===== src/rtl/div5_pkg.sv =====
package div5_pkg;
  localparam int unsigned MODULUS = 5;
  localparam int unsigned REM_W   = $clog2(MODULUS);
  localparam int unsigned IDX_W   = REM_W + 1;
  localparam int unsigned LUT_N   = 2 ** IDX_W;

  typedef logic [REM_W-1:0] rem_t;
  typedef logic [IDX_W-1:0] idx_t;

  localparam idx_t MOD_EXT = idx_t'(MODULUS);
endpackage


===== src/rtl/div5_step.sv =====
module div5_step
  import div5_pkg::*;
#(
  parameter int unsigned STEP_STYLE = 0
) (
  input  rem_t rem_i,
  input  logic bit_i,
  output rem_t rem_o,
  output logic zero_o
);
  idx_t shifted;
  assign shifted = {rem_i, bit_i};

  generate
    if (STEP_STYLE == 0) begin : g_arith
      always_comb begin
        if (shifted >= MOD_EXT) rem_o = rem_t'(shifted - MOD_EXT);
        else                    rem_o = rem_t'(shifted);
      end
    end else begin : g_table
      rem_t lut [LUT_N];
      for (genvar i = 0; i < int'(LUT_N); i++) begin : g_entry
        assign lut[i] = rem_t'(i % int'(MODULUS));
      end
      assign rem_o = lut[shifted];
    end
  endgenerate

  assign zero_o = (rem_o == '0);
endmodule


===== src/rtl/div5_state.sv =====
module div5_state
  import div5_pkg::*;
(
  input  logic clk,
  input  logic rst,
  input  logic en,
  input  rem_t rem_next,
  output rem_t rem_q
);
  always_ff @(posedge clk) begin
    if (rst)     rem_q <= '0;
    else if (en) rem_q <= rem_next;
  end
endmodule


===== src/rtl/div5_flag.sv =====
module div5_flag (
  input  logic clk,
  input  logic rst,
  input  logic en,
  input  logic zero_next,
  output logic flag_q
);
  always_ff @(posedge clk) begin
    if (rst)     flag_q <= 1'b0;
    else if (en) flag_q <= zero_next;
  end
endmodule


===== src/rtl/serial_div5_detector.sv =====
module serial_div5_detector
  import div5_pkg::*;
#(
  parameter int unsigned STEP_STYLE = 0
) (
  input  logic clk,
  input  logic rst,
  input  logic bit_valid,
  input  logic bit_in,
  output logic is_multiple
);
  rem_t rem_q;
  rem_t rem_next;
  logic zero_next;

  div5_step #(.STEP_STYLE(STEP_STYLE)) u_step (
    .rem_i (rem_q),
    .bit_i (bit_in),
    .rem_o (rem_next),
    .zero_o(zero_next)
  );

  div5_state u_state (
    .clk     (clk),
    .rst     (rst),
    .en      (bit_valid),
    .rem_next(rem_next),
    .rem_q   (rem_q)
  );

  div5_flag u_flag (
    .clk      (clk),
    .rst      (rst),
    .en       (bit_valid),
    .zero_next(zero_next),
    .flag_q   (is_multiple)
  );
endmodule


===== config.mk =====
export PLATFORM = sky130hd
export DESIGN_NAME = serial_div5_detector
export DESIGN_NICKNAME = d
export VERILOG_FILES = /design/src/rtl/div5_pkg.sv /design/src/rtl/div5_step.sv /design/src/rtl/div5_state.sv /design/src/rtl/div5_flag.sv /design/src/rtl/serial_div5_detector.sv
export SDC_FILE = /design/constraint.sdc
export NUM_CORES = 1
export LEC_CHECK = 0
export BUFFER_PORTS_ARGS = -buffer_cell sky130_fd_sc_hd__buf_2
export CORE_AREA = 2 2 39 41
export DETAILED_ROUTE_END_ITERATION = 8
export DIE_AREA = 0 0 41 43
export GPL_TIMING_DRIVEN = 0
export PLACE_DENSITY = 0.48
export SLEW_MARGIN = 20
export SYNTH_ARGS = -nofsm -noshare
export SYNTH_HDL_FRONTEND = slang
export SYNTH_SLANG_ARGS = --single-unit

===== constraint.sdc =====
create_clock -name clk -period 1.4 [get_ports clk]
set_clock_uncertainty 0.15 [all_clocks]
set_input_delay 0.28 -clock clk [delete_from_list [all_inputs] [get_ports clk]]
set_output_delay 0.28 -clock clk [all_outputs]
set_load 0.005 [all_outputs]

======== After elaboration in Yosys (flattened, before gate mapping) ========
Cells that the tools add are included.
storage, ports and cells
  logic and storage cells ................. 6
  output and inout port bits .............. 1
  flip-flop bits (word level) ............. 4
  input port bits ......................... 4
operators by class
  reductions and logical operators ........ 1
  $add $sub $neg .......................... 1
  muxes and demuxes ....................... 1
  $lt $le $gt $ge ......................... 1
operator list
  kind                                                               count
  greater-or-equal comparator 4 x 3 -> 1 bit, second input constant  1
  logical NOT 3 bit                                                  1
  two-way mux 3 bit                                                  1
  subtractor 3 bit, second input constant                            1

======== Depth between registers and ports, before layout ========
  depth in word-level cells ............... 3
  gate-level depth with buffers ........... 6
  mapped depth without buffers ............ 6

======== Modules after synthesis ========
Synthesis repeated with hierarchy kept, for this count alone.
second synthesis, totals
  cells, all modules ...................... 26
  area total of the unflattened synthesis .. 240.2 sq um
by module, submodules not included
  module      cells an instance  times used  area an instance (sq um)  sequential area each (sq um)
  div5_step   14                 1           105.1                     0.0
  div5_state  9                  1           101.3                     60.1
  div5_flag   3                  1           33.8                      20.0

======== Worst setup path after synthesis ========
No wires, ideal clock.
  path kind ............................... register -> register
  start point ............................. reg u_state.rem_q[0]
  end point ............................... reg u_flag.flag_q
  clock period less this slack ............ 1.471 ns
  required time ........................... 1.158 ns
  data arrival time ....................... 1.228 ns
  setup time .............................. 0.092 ns
  stages on the path, launching flop included .. 7
  setup slack ............................. -0.071 ns
  path through ............................ dfxtp_1 > inv_1 > ha_1 > nand2b_2 > a21oi_4 > mux2i_1 > o32ai_1
between the ends
  word-level cells in the longest chain between the ends .. 3
ends and longest elaborated chain
  item                                                                                   line              source
  start: declaration                                                                     div5_state.sv:8   output rem_t rem_q
  start signal: assignment                                                               div5_state.sv:12  else if (en) rem_q <= rem_next;
  greater-or-equal comparator 4 x 3 -> 1 bit / subtractor 3 bit (equally long branches)  div5_step.sv:17   if (shifted >= MOD_EXT) rem_o = rem_t'(shifted - MOD_EXT);
  two-way mux 3 bit (*)                                                                  div5_step.sv:17
  logical NOT 3 bit (*)                                                                  div5_step.sv:29   assign zero_o = (rem_o == '0);
  end signal: assignment                                                                 div5_flag.sv:10   else if (en) flag_q <= zero_next;
  end: declaration                                                                       div5_flag.sv:6    output logic flag_q
Every way passes the cells marked *; elsewhere a longest branch is shown, timed or not.
A chain may end at the register's enable or synchronous reset.

======== Final worst setup path ========
  start point ............................. reg u_state.rem_q[0]
  end point ............................... reg u_state.rem_q[0]
between the ends
  word-level cells in the longest chain between the ends .. 2
ends and longest elaborated chain
  item                                        line
  greater-or-equal comparator 4 x 3 -> 1 bit  div5_step.sv:17
  two-way mux 3 bit                           div5_step.sv:17
Every way passes these cells.

==> results.sh <==
export IMPL_outcome="complete, but fails checks"
export IMPL_violations="setup timing"
export IMPL_area_growth_pct=52.5
export IMPL_r2r_end="u_state.rem_q[0]"
export IMPL_worst_pin_slew_ns=0.309
export IMPL_path_clk_slew_ns=0.04
export IMPL_synth_top_area_share_pct=29.5
export IMPL_fin_nets=51
export IMPL_end_kind="register"
export IMPL_synth_seq_cells=4
export IMPL_wl_um=577
export IMPL_whs_ns=0.120
export IMPL_cts_sinks=4
export IMPL_dp_hpwl_um=399
export IMPL_drv_slew=0
export IMPL_synth_edf_count=0
export IMPL_synthCells=32
export IMPL_io_pins=5
export IMPL_worstPathRequired_ns=1.36
export IMPL_critPathCapture="u_state.rem_q[0]"
export IMPL_yosysMostFrequentCell="dfxtp_1"
export IMPL_drcViolationCount=0
export IMPL_grt_max_degree=8
export IMPL_tns_ns=-0.00139
export IMPL_synth_ff_type="dfxtp_1"
export IMPL_setup_viol=1
export IMPL_clk_latency_ns=0.23
export IMPL_place_inst=52
export IMPL_hold_viol=0
export IMPL_initial_core_util_pct=19.6
export IMPL_initialDrtViolationCount=5
export IMPL_die_w_um=41
export IMPL_place_gp_congestion=0.669
export IMPL_numPortBuffers=4
export IMPL_ys_warn_count=0
export IMPL_total_power_uw=355
export IMPL_grt_overflow=0
export IMPL_path_class="register to register"
export IMPL_synth_common_cells="4 x dfxtp_1, 3 x o21ai_0"
export IMPL_min_period_over_period_pct=100
export IMPL_regToRegSetupSlack_ns=-0.001
export IMPL_slowest_stage="dfxtp_2"
export IMPL_maxCapViolCount=0
export IMPL_place_ws_ns=-0.204
export IMPL_drt_first_pass_iters=4
export IMPL_syn_nets=38
export IMPL_viasPerCell=4.46
export IMPL_cts_buffers=3
export IMPL_ant_nets=0
export IMPL_grt_pass1_wl_um=1060
export IMPL_cts_tree="done"
export IMPL_rows=14
export IMPL_wl_per_cell_um=9.78
export IMPL_worst_slack_ns=-0.00139
export IMPL_p_leak_uw=0.000170
export IMPL_fin_cells=59
export IMPL_cp_top_family="flip-flops"
export IMPL_antenna_found_initial=0
export IMPL_p_per_area_nw_per_um2=856
export IMPL_crit_path_start_kind="register"
export IMPL_gr_usage_all_layers_pct=9.44
export IMPL_clk_path_buf_depth=2
export IMPL_h_tree_depth=1
export IMPL_min_path_type="input pin to register"
export IMPL_ctsRootBufferMaster="clkbuf_4"
export IMPL_ys_seq_area_share_pct=29.5
export IMPL_path_max_fanout=4
export IMPL_yosysTopAreaCell="dfxtp_1"
export IMPL_antenna_cells=0
export IMPL_core_area_sq_um=1380
export IMPL_fp_dieH_um=43
export IMPL_crit_path_start="u_state.rem_q[0]"
export IMPL_crit_chain="inv_4, ha_4, nand2b_4, a21oi_4, buf_6, xnor2_2, o22ai_1"
export IMPL_rsz0062_at_grt="yes"
export IMPL_drive_above_1_share_pct=44.2
export IMPL_synth_area_top_cells="dfxtp_1 29%, ha_1 9.2%, a21oi_4 6.0%"
export IMPL_relSlewSlack_pct=79.3
export IMPL_timing_critical_path_arrival_ns=1.36
export IMPL_avgSynthCellArea_sq_um=8.48
export IMPL_async_flop_share_pct=0
export IMPL_min_period_ns=1.40
export IMPL_cp_num_cells=7
export IMPL_cts_hold_buf=0
export IMPL_yosysUniqueCellTypes=21
export IMPL_crit_buf_inv=2
export IMPL_r2r_cells=7
export IMPL_dr_total_vias=263
export IMPL_first_global_vias=250
export IMPL_syn_area_sq_um=272
export IMPL_worstReg2RegStart="u_state.rem_q[0]"
export IMPL_slowest_delay_ns=0.34
export IMPL_irDropWorstVdd_uv=390
export IMPL_die_area_sq_um=1760
export IMPL_max_freq_ghz=0.714
what timing repair did:
item	CTS	global route
hold endpoints to repair	0	0
setup buffers	1	3
gates resized for setup	6	4
endpoints found under the setup margin	3	3
pin swaps	2	3
where the power goes:
| group | total (uW) | internal [uW] | switching [uW] |
|---|---|---|---|
| Clock | 137 | 95.5 | 41.5 |
| Sequential | 129 | 122 | 7.42 |
| Combinational | 88.5 | 49.2 | 39.3 |
| Total | 355 | 266 | 88.3 |
sequential cells by signal (all words and copies together) (netlist names):
name,cells
u_state.rem_q,3
u_flag.flag_q,1
final cells by class:
cell class                      count  area, sq um
Timing Repair Buffer                8         53.8
Clock buffer                        3         22.5
Sequential cell                     4         81.3
Inverter                            2         10.0
Multi-Input combinational cell     26          226
Tap cell                           16         20.0
Fill cell                         154          970
stage by stage:
step                      cell area [sq um]  utilization (%)
after floorplan                         279                -
after global placement                  319             23.1
after detailed placement                319             23.1
after CTS                               375             27.1
after global routing                    414             29.9
final                                   414             29.9
worst min-delay path by stage:
| stage | startpoint | end | cells after the start |
|---|---|---|---|
| finish | rst | u_state.rem_q[1] | 2 |
| global placement | u_state.rem_q[0] | u_state.rem_q[0] | 2 |
| global route | rst | u_state.rem_q[2] | 2 |
| floorplan | rst | u_state.rem_q[1] | 1 |
| detailed placement | u_state.rem_q[0] | u_state.rem_q[0] | 2 |
| CTS | rst | u_state.rem_q[2] | 2 |
layout by cell type, fill, tap and decap left out:
cell type	count
a21oi_4	1
clkbuf_4	3
inv_4	1
ha_4	2
nand2b_1	2
or2b_1	1
nand2b_4	1
buf_4	3
mux2i_1	1
xnor2_2	1
o21ai_1	2
nor2_1	1
buf_2	4
a211oi_1	1
nand3_1	1
a21oi_1	2
o31ai_2	1
nor2b_1	2
inv_1	1
o21ai_0	2
o22ai_1	1
buf_6	1
dfxtp_2	1
nand2_1	2
dfxtp_1	3
o32ai_1	1
and3_1	1
kinds of logic after synthesis:
logic type,synth area share [%]
buf+inv,2.77
flops,29.5
fa+ha+maj,9.22
compound gates,28.1
xor+xnor,3.23
simple gates,23.5
mux,3.69
per-layer routing:
metal  vias up  share of wire, %  track usage (%)
met5         -                 0                0
met4         0                 0             10.0
met3         0               3.1             3.14
met2         7                51             11.6
met1       119                46             11.6
li1        137                 -                -
worst register-to-register path: cells and delay by family, from the launching register on:
kind	cells	cell delay, ns
flip-flops	1	0.34
AO/OA/AOI/OAI	2	0.23
buffers and inverters	2	0.17
adder cells (fa/ha/maj)	1	0.15
AND/OR/NAND/NOR	1	0.14
XOR/XNOR	1	0.10
Note: power is estimated with default switching activity, not from simulation.
